`src/rtl/sl_pkg.sv`:
```
package sl_pkg;
  localparam int SL_SLOTS  = 5;
  localparam int SL_ADDR_W = 10;
  localparam int SL_DATA_W = 28;

  typedef enum logic [1:0] {
    SL_IDLE  = 2'd0,
    SL_ARMED = 2'd1,
    SL_COPY  = 2'd2
  } sl_state_e;
endpackage

```
`src/rtl/sl_slot_bank.sv`:
```
module sl_slot_bank #(
  parameter int SLOTS  = 5,
  parameter int ADDR_W = 10,
  parameter int DATA_W = 28,
  parameter int IDX_W  = 3
) (
  input  logic              clk,
  input  logic              rst_n,
  input  logic              busy_i,
  input  logic              wr_en,
  input  logic [IDX_W-1:0]  wr_idx,
  input  logic [ADDR_W-1:0] wr_addr,
  input  logic [DATA_W-1:0] wr_data,
  input  logic              clr_en,
  input  logic [IDX_W-1:0]  clr_idx,
  input  logic [IDX_W-1:0]  rd_idx,
  output logic [SLOTS-1:0]  occ_o,
  output logic [ADDR_W-1:0] rd_addr,
  output logic [DATA_W-1:0] rd_data
);
  logic [ADDR_W-1:0] addr_q [SLOTS];
  logic [DATA_W-1:0] data_q [SLOTS];

  for (genvar g = 0; g < SLOTS; g++) begin : g_slot
    logic hit_w, hit_c;
    assign hit_w = wr_en && (wr_idx == IDX_W'(g));
    assign hit_c = clr_en && (clr_idx == IDX_W'(g));

    always_ff @(posedge clk or negedge rst_n) begin
      if (!rst_n) begin
        occ_o[g]  <= 1'b0;
        addr_q[g] <= '0;
        data_q[g] <= '0;
      end else begin
        if (hit_w) begin
          occ_o[g]  <= 1'b1;
          addr_q[g] <= wr_addr;
          data_q[g] <= wr_data;
        end else if (hit_c) begin
          occ_o[g] <= 1'b0;
        end
      end
    end

    AST_FROZEN_WHILE_BUSY: assert property (@(posedge clk) disable iff (!rst_n)
      busy_i |=> ($stable(addr_q[g]) && $stable(data_q[g])));
  end

  always_comb begin
    rd_addr = '0;
    rd_data = '0;
    for (int i = 0; i < SLOTS; i++) begin
      if (rd_idx == IDX_W'(i)) begin
        rd_addr = addr_q[i];
        rd_data = data_q[i];
      end
    end
  end
endmodule

```
`src/rtl/sl_pick_lowest.sv`:
```
module sl_pick_lowest #(
  parameter int SLOTS = 5,
  parameter int IDX_W = 3
) (
  input  logic [SLOTS-1:0] occ,
  output logic             found,
  output logic [IDX_W-1:0] idx
);
  always_comb begin
    found = 1'b0;
    idx   = '0;
    for (int i = SLOTS - 1; i >= 0; i--) begin
      if (occ[i]) begin
        found = 1'b1;
        idx   = IDX_W'(i);
      end
    end
  end
endmodule

```
`src/rtl/sl_ctrl.sv`:
```
module sl_ctrl
  import sl_pkg::*;
#(
  parameter int SLOTS = 5,
  parameter int IDX_W = 3
) (
  input  logic             clk,
  input  logic             rst_n,
  input  logic             commit_req,
  input  logic             frame_tick,
  input  logic             core_ram_free,
  input  logic             work_next,
  input  logic [SLOTS-1:0] occ,
  input  logic             found,
  input  logic [IDX_W-1:0] pick_idx,
  output logic             busy,
  output logic             copy_we
);
  sl_state_e        state_q;
  logic             single;
  logic             have_prev_q;
  logic [IDX_W-1:0] prev_idx_q;

  assign single  = found && ((occ & (occ - 1'b1)) == '0);
  assign copy_we = (state_q == SL_COPY) && core_ram_free && found;
  assign busy    = (state_q != SL_IDLE);

  always_ff @(posedge clk or negedge rst_n) begin
    if (!rst_n) begin
      state_q <= SL_IDLE;
    end else begin
      unique case (state_q)
        SL_IDLE:  if (commit_req && work_next) state_q <= SL_ARMED;
        SL_ARMED: if (frame_tick) state_q <= SL_COPY;
        SL_COPY:  if (copy_we && single) state_q <= SL_IDLE;
        default:  state_q <= SL_IDLE;
      endcase
    end
  end

  always_ff @(posedge clk or negedge rst_n) begin
    if (!rst_n) begin
      have_prev_q <= 1'b0;
      prev_idx_q  <= '0;
    end else if (state_q == SL_ARMED) begin
      have_prev_q <= 1'b0;
    end else if (copy_we) begin
      have_prev_q <= 1'b1;
      prev_idx_q  <= pick_idx;
    end
  end

  AST_ASCENDING_SLOTS: assert property (@(posedge clk) disable iff (!rst_n)
    (copy_we && have_prev_q) |-> (pick_idx > prev_idx_q));
  AST_ARMED_HAS_WORK: assert property (@(posedge clk) disable iff (!rst_n)
    (state_q == SL_ARMED) |-> (occ != '0));
  AST_COPY_AFTER_TICK: assert property (@(posedge clk) disable iff (!rst_n)
    (state_q == SL_ARMED) && !frame_tick |=> (state_q != SL_COPY));
endmodule

```
`src/rtl/safeload_buffer.sv`:
```
module safeload_buffer
  import sl_pkg::*;
#(
  parameter int SLOTS  = SL_SLOTS,
  parameter int ADDR_W = SL_ADDR_W,
  parameter int DATA_W = SL_DATA_W
) (
  input  logic                     clk,
  input  logic                     rst_n,
  input  logic                     ld_valid,
  output logic                     ld_ready,
  input  logic [$clog2(SLOTS)-1:0] ld_slot,
  input  logic [ADDR_W-1:0]        ld_addr,
  input  logic [DATA_W-1:0]        ld_data,
  input  logic                     commit_req,
  output logic                     busy,
  input  logic                     frame_tick,
  input  logic                     core_ram_free,
  output logic                     pw_en,
  output logic [ADDR_W-1:0]        pw_addr,
  output logic [DATA_W-1:0]        pw_data
);
  localparam int IDX_W = $clog2(SLOTS);

  logic             take;
  logic             slot_wr;
  logic [SLOTS-1:0] occ;
  logic             found;
  logic [IDX_W-1:0] pick_idx;
  logic             copy_we;
  logic             work_next;

  assign ld_ready  = !busy;
  assign take      = ld_valid && ld_ready;
  assign slot_wr   = take && (int'(ld_slot) < SLOTS);
  assign work_next = (occ != '0) || slot_wr;
  assign pw_en     = copy_we;

  sl_slot_bank #(
    .SLOTS(SLOTS), .ADDR_W(ADDR_W), .DATA_W(DATA_W), .IDX_W(IDX_W)
  ) u_bank (
    .clk     (clk),
    .rst_n   (rst_n),
    .busy_i  (busy),
    .wr_en   (slot_wr),
    .wr_idx  (ld_slot),
    .wr_addr (ld_addr),
    .wr_data (ld_data),
    .clr_en  (copy_we),
    .clr_idx (pick_idx),
    .rd_idx  (pick_idx),
    .occ_o   (occ),
    .rd_addr (pw_addr),
    .rd_data (pw_data)
  );

  sl_pick_lowest #(.SLOTS(SLOTS), .IDX_W(IDX_W)) u_pick (
    .occ   (occ),
    .found (found),
    .idx   (pick_idx)
  );

  sl_ctrl #(.SLOTS(SLOTS), .IDX_W(IDX_W)) u_ctrl (
    .clk           (clk),
    .rst_n         (rst_n),
    .commit_req    (commit_req),
    .frame_tick    (frame_tick),
    .core_ram_free (core_ram_free),
    .work_next     (work_next),
    .occ           (occ),
    .found         (found),
    .pick_idx      (pick_idx),
    .busy          (busy),
    .copy_we       (copy_we)
  );

  AST_WRITE_ONLY_FREE: assert property (@(posedge clk) disable iff (!rst_n)
    pw_en |-> (core_ram_free && busy));
  AST_EMPTY_ON_DONE: assert property (@(posedge clk) disable iff (!rst_n)
    $fell(busy) |-> (occ == '0));
  AST_BUSY_BLOCKS_LOAD: assert property (@(posedge clk) disable iff (!rst_n)
    busy |=> $stable(occ) || $past(pw_en));
endmodule

```
`config.mk`:
```
export PLATFORM = sky130hd
export DESIGN_NAME = safeload_buffer
export DESIGN_NICKNAME = d
export VERILOG_FILES = /design/src/rtl/sl_pkg.sv /design/src/rtl/sl_slot_bank.sv /design/src/rtl/sl_pick_lowest.sv /design/src/rtl/sl_ctrl.sv /design/src/rtl/safeload_buffer.sv
export SDC_FILE = /design/constraint.sdc
export NUM_CORES = 1
export LEC_CHECK = 0
export BUFFER_PORTS_ARGS = -buffer_cell sky130_fd_sc_hd__buf_2
export CORE_MARGIN = 1.5
export CORE_UTILIZATION = 55
export DETAILED_ROUTE_END_ITERATION = 12
export GPL_ROUTABILITY_DRIVEN = 0
export PLACE_DENSITY = 0.84
export SYNTH_ARGS = -nofsm -noshare
export SYNTH_HDL_FRONTEND = slang
export SYNTH_SLANG_ARGS = --single-unit
```
`constraint.sdc`:
```
create_clock -name clk -period 2.7 [get_ports clk]
set_input_delay 0.54 -clock clk [delete_from_list [all_inputs] [get_ports clk]]
set_output_delay 0.54 -clock clk [all_outputs]
set_load 0.02 [all_outputs]
```
* Word-level counts from Yosys, hierarchy flattened
Cells that the tools add are included.
** Word-level totals
- Memory bits (read-only) :: 0
- Word-level logic and storage cells :: 97
- Memory bits (writable) :: 0
- Bits of input ports :: 47
- Output and inout port bits :: 41
- Latch bits :: 0
- Register bits after elaboration :: 197
- Memories kept :: 0
** Operators by class
- Muxes and demuxes :: 34
- Multipliers :: 0
- $lt $le $gt $ge :: 1
- Shifts and indexed selects :: 0
- Equal/unequal tests :: 13
- $add $sub $neg :: 1
- Div/mod/pow operators :: 0
- Reductions and logical operators :: 31
- Bitwise gates (word level) :: 1
** Operators by type and width (number)
- 2-to-1 mux 28 bit :: 5
- 2-to-1 mux 10 bit :: 5
- logical AND 1 bit :: 17
- 2-to-1 mux 1 bit :: 15
- 2-to-1 mux 3 bit :: 5
- equality test 3 x 2 -> 1 bit, second input constant :: 4
- nonzero test 2 bit :: 6
- equality test 3 x 1 -> 1 bit, second input constant :: 2
- equality test 3 bit, second input constant :: 2
- zero test 3 bit :: 2
- 2-to-1 mux 2 bit :: 3
- case mux 2 bit (3 select lines) :: 1
- bitwise AND 5 bit :: 1
- zero test 5 bit :: 1
- nonzero test 5 bit :: 1
- subtractor 5 x 1 -> 5 bit, second input constant :: 1
- inequality test 2 bit, second input constant :: 2
- less-than comparator 3 bit, second input constant :: 1
- AND reduction 3 bit :: 1
- equality test 2 x 1 -> 1 bit, second input constant :: 1
- equality test 2 bit, second input constant :: 1
- zero test 2 bit :: 1
- inequality test 2 x 1 -> 1 bit, second input constant :: 1
- zero test 1 bit :: 1
- logical OR 1 bit :: 1

* Logic depth before layout (Yosys ltp)
- Depth after elaboration :: 11
- Gate-level depth with buffers :: 7
- Gate-level depth less buffers :: 4

* Modules after synthesis
Synthesis repeated with hierarchy kept, for this count alone.
** Unflattened totals
- Cell total of the unflattened synthesis :: 677
- Area, all modules :: 9012.4 µm²
** Modules (own cells, without submodules)
- sl_slot_bank :: cells an instance 649, times used 1, seq. area each 4879.7 µm², area an instance 8779.7 µm²
- sl_ctrl :: cells an instance 15, times used 1, seq. area each 50.0 µm², area an instance 151.4 µm²
- sl_pick_lowest :: cells an instance 8, times used 1, seq. area each 0.0 µm², area an instance 48.8 µm²
- safeload_buffer :: cells an instance 5, times used 1, seq. area each 0.0 µm², area an instance 32.5 µm²

* Worst setup path after synthesis
Ideal clock, no wire load.
- Path type :: register to output
- From :: register u_bank.occ_o[2]
- To :: output port pw_addr[4]
- Data arrival time :: 1.743 ns
- Data required time :: 2.160 ns
- Slack :: 0.417 ns
- Buffers on the path :: 4
- Cell stages (with the launch flop) :: 8
- Cell sequence :: dfrtp_1 > buf_6 > or3_1 > buf_2 > or2_1 > buf_6 > buf_6 > o22a_1
** Between the ends
- Cells in the longest elaborated chain, start to end :: 9
- Elaborated cells on any way between the ends :: 13
- Those cells by class :: eq/ne: 4; mux: 8; reduce/logical: 1
** Ends and longest elaborated chain
- start, declared :: RTL line sl_slot_bank.sv:17 : output logic [SLOTS-1:0] occ_o,
- start signal, assigned by index :: RTL line sl_slot_bank.sv:31 : occ_o[g] <= 1'b0;
- start signal, assigned by index :: RTL line sl_slot_bank.sv:36 : occ_o[g] <= 1'b1;
- start signal, assigned by index :: RTL line sl_slot_bank.sv:40 : occ_o[g] <= 1'b0;
- 2-to-1 mux 3 bit * (3 in series) :: RTL line sl_pick_lowest.sv:13 : if (occ[i]) begin
- zero test 3 bit :: RTL line sl_slot_bank.sv:53 : if (rd_idx == IDX_W'(i)) begin
- 2-to-1 mux 10 bit (4 in series) :: RTL line sl_slot_bank.sv:53
- 2-to-1 mux 10 bit * :: RTL line sl_slot_bank.sv:53
- end, declared :: RTL line safeload_buffer.sv:20 : output logic [ADDR_W-1:0] pw_addr,
Mark *: on every way between the ends. The rest lies on a longest branch, timed or not.

* Worst setup path in the final report
- From :: register u_bank.occ_o[1]
- To :: output port pw_data[13]
** Between the ends
- Cells in the longest elaborated chain, start to end :: 8
- Elaborated cells on any way between the ends :: 12
- Those cells by class :: eq/ne: 4; mux: 7; reduce/logical: 1
** Ends and longest elaborated chain
- 2-to-1 mux 3 bit * (2 in series) :: RTL line sl_pick_lowest.sv:13
- zero test 3 bit :: RTL line sl_slot_bank.sv:53
- 2-to-1 mux 28 bit (4 in series) :: RTL line sl_slot_bank.sv:53
- 2-to-1 mux 28 bit * :: RTL line sl_slot_bank.sv:53
- end, declared :: RTL line safeload_buffer.sv:21 : output logic [DATA_W-1:0] pw_data
Marks and branches as above.

==> summary.md <==
| Metric | Value |
|---|---|
| Status | finished, violations left |
| Failing checks | setup timing |
| Final setup margin | -46.3 ps |
| Clock transition at the registers of the reported paths | 70 ps |
| CTS Buffer Depth | 2 |
| Most common cell after layout, fill and taps aside | dfrtp_1 |
| Final setup viols | 8 |
| Share of synthesized registers carrying an async set or reset | 100% |
| Post-Place Cells | between 1,000 and 1,500 |
| DRC Markers | 0 |
| Largest net degree at the start of global routing | 77 |
| Clk sink count | a little under 200 |
| Die ar. | 17,900 um2 |
| Syn Area/Cell | 11.7 um2 |
| Cell Chain, Critical Path | buf_12, buf_4, nand2b_4, buf_4, a21o_1, a21oi_2, o22a_1, buf_6 |
| Fin crit share | 102% |
| Via Count | between 7,000 and 8,000 |
| Largest stage delay on the critical path | 450 ps |
| Hold WC Path Type | in -> async |
| PortBufs | 87 |
| Syn. warnings | 0 |
| CP startpoint kind | flop |
| First-pass GRT wire length | a little under 40 mm |
| Worst rel slew slack | between 50% and 60% |
| # diodes | 0 |
| WL per Instance | between 20 and 25 um |
| Final Power | 18.7 mW |
| Fin nets | 932 |
| Bufs and invs on worst path | 4 |
| Actual slew at the worst max-slew pin | 651 ps |
| Largest delay share family, worst path | buffers and inverters |
| Mapped cell area | between 9000 and 10,000 um2 |
| Worst hold slack | 122 ps |
| Tmin final | 2750 ps |
| Final worst clock skew | 9.74 ps |
| TritonCTS clock tree | yes |
| CTS H-tree lvls | 4 |
| Clk root buf | clkbuf_16 |
| DPL Wire Length | 13.3 mm |
| Row count | 47 |
| Max Cap Violations | 0 |
| Worst setup path class | reg -> out |
| Pwr Density | 1610 nW/um2 |
| Unique masters post-synth | 35 |
| Total wire length | ~26 mm |
| DR pass1 iterations | 5 |
| Gate Count Post-Synth | around 810 |
| Crit-path max FO | 8 |
| Syn nets | 854 |
| Fin. Hold Viols | 0 |
| Most frequent cells in the layout | 192 x dfrtp_1, 190 x mux2_2, 80 x nand2_1 |
| Vias in the first global route | 7,401 |
| Clock latency on the worst-skew pair | 450 ps |
| RSZ-0062 raised after global routing | true |
| Leakage | 4.99 nW |
| Initial antenna violation count | 0 |
| Slew Limit Fails | 0 |
| Synthesis-to-finish area growth | 22.9% |
| FF/Latch Area | slightly below 5000 um2 |
| WP data required | 2160 ps |
| Iteration-0 DRC Markers | 648 |
| Via/cell ratio | 6.38 |
| Critical path's most frequent cell | buf_4 |
| Core area | 16,600 um2 |
| Synth Flop Type | dfrtp_1 |
| Critical-path top delay cell | dfrtp_2 |
| Highest clock rate | roughly 0.36 GHz |
| Gr usage total | 28.2% |
| Area of the multi-input gates | 4480 um2 |
| EDFF count, synth | 0 |
| Ratio of cells with drive above 1 in the final layout | between 40% and 50% |
| Maximum vdd drop | about 1200 uV |
| Register bit total from synthesis | between 150 and 200 |
| # fillers | approximately 1,100 |
| Starting Density | 56.6% |
| Post-synthesis sequential area ratio | a little over half |
| TNS Setup | -131 ps |
| Gr ovfl total | 0 |
| ANT nets after route | 0 |
| Setup crit end kind | output port |
| IO Count | 88 |
| Worst EP arrival | 2210 ps |
| Die X | 134 um |
| Final Non-Filler Cells | 1,118 |
| Die height | 134 um |
| Total CTS buffers | 17 |
-- registers in the layout, summed over array words and instances (netlist names) --
register / cells
u_bank.occ_o: 5
u_ctrl.state_q: 2
u_bank.data_q: 140
u_bank.addr_q: 50
-- power by group --
group | switching, mW | total [mW] | internal [mW]
Sequential | 0.944 | 5.39 | 4.45
Combinational | 5.52 | 10.7 | 5.16
Clock | 1.19 | 2.61 | 1.42
Total | 7.65 | 18.7 | 11.0
-- cell type report --
type,instances,share of cell area [%]
flip-flops and latches,197,42.6
multi-input cells,536,38.6
repair buffers,131,11.1
clock buffers,18,3.79
well taps,220,2.38
clock inverters,14,1.43
inverters,2,0.0648
-- synth_stat cells (3+ instances only) --
library cell / count / area [um2]
dfrtp_1: 197 / 4930
a211oi_1: 40 / 300
buf_1: 3 / 11.3
a21oi_1: 75 / 375
a21o_1: 37 / 278
nor2_1: 5 / 18.8
nand2_1: 81 / 304
nor2b_1: 3 / 18.8
clkbuf_1: 47 / 176
buf_6: 5 / 56.3
o22a_1: 36 / 315
mux2_2: 190 / 2140
nand2b_1: 4 / 25.0
buf_2: 14 / 70.1
o21ai_0: 45 / 225
-- routing by layer --
layer / wire length (um) / up-vias / track usage [%]
li1: - / 3113 / -
met4: 888 / 0 / 13.8
met3: 1640 / 75 / 5.29
met1: 10300 / 3644 / 35.3
met5: 0 / - / 0
met2: 12800 / 298 / 47.2
-- through the flow --
stage	area (um2)	worst slack, ps	util [%]
detailed placement	10100	272	60.8
global placement	10100	277	60.8
finish	11600	-46.3	69.6
floorplan	9420	417	-
CTS	11100	-21.1	66.6
global route	11600	-116	69.6
-- final timing paths --
kind	from	end	slack, ps	cells after the start
max	u_bank.occ_o[1]	pw_data[13]	-50	8
min	rst_n	u_bank.addr_q[1]	120	1
max reg2reg	u_ctrl.state_q[1]	u_bank.data_q[51]	640	4
min reg2reg	u_bank.addr_q[31]	u_bank.addr_q[31]	510	1
max in group asynchronous	rst_n	u_bank.addr_q[41]	1840	2
min in group clk	core_ram_free	u_ctrl.state_q[1]	340	2
-- logic make-up after synthesis --
family          Yosys count  share of synthesized area, %
compound gates          239                          16.4
flops                   197                          52.3
mux                     190                          22.7
simple gates            106                          4.85
buf+inv                  74                          3.63
xor+xnor                  1                        0.0930
-- repair_timing --
item	CTS	global route
setup buffers	7	2
endpoints found under the setup margin	38	38
resized for setup	68	149
pin swaps	15	68
gates cloned	5	2
hold buffers	0	0
No activity file was read; power rests on OpenSTA's default activity.
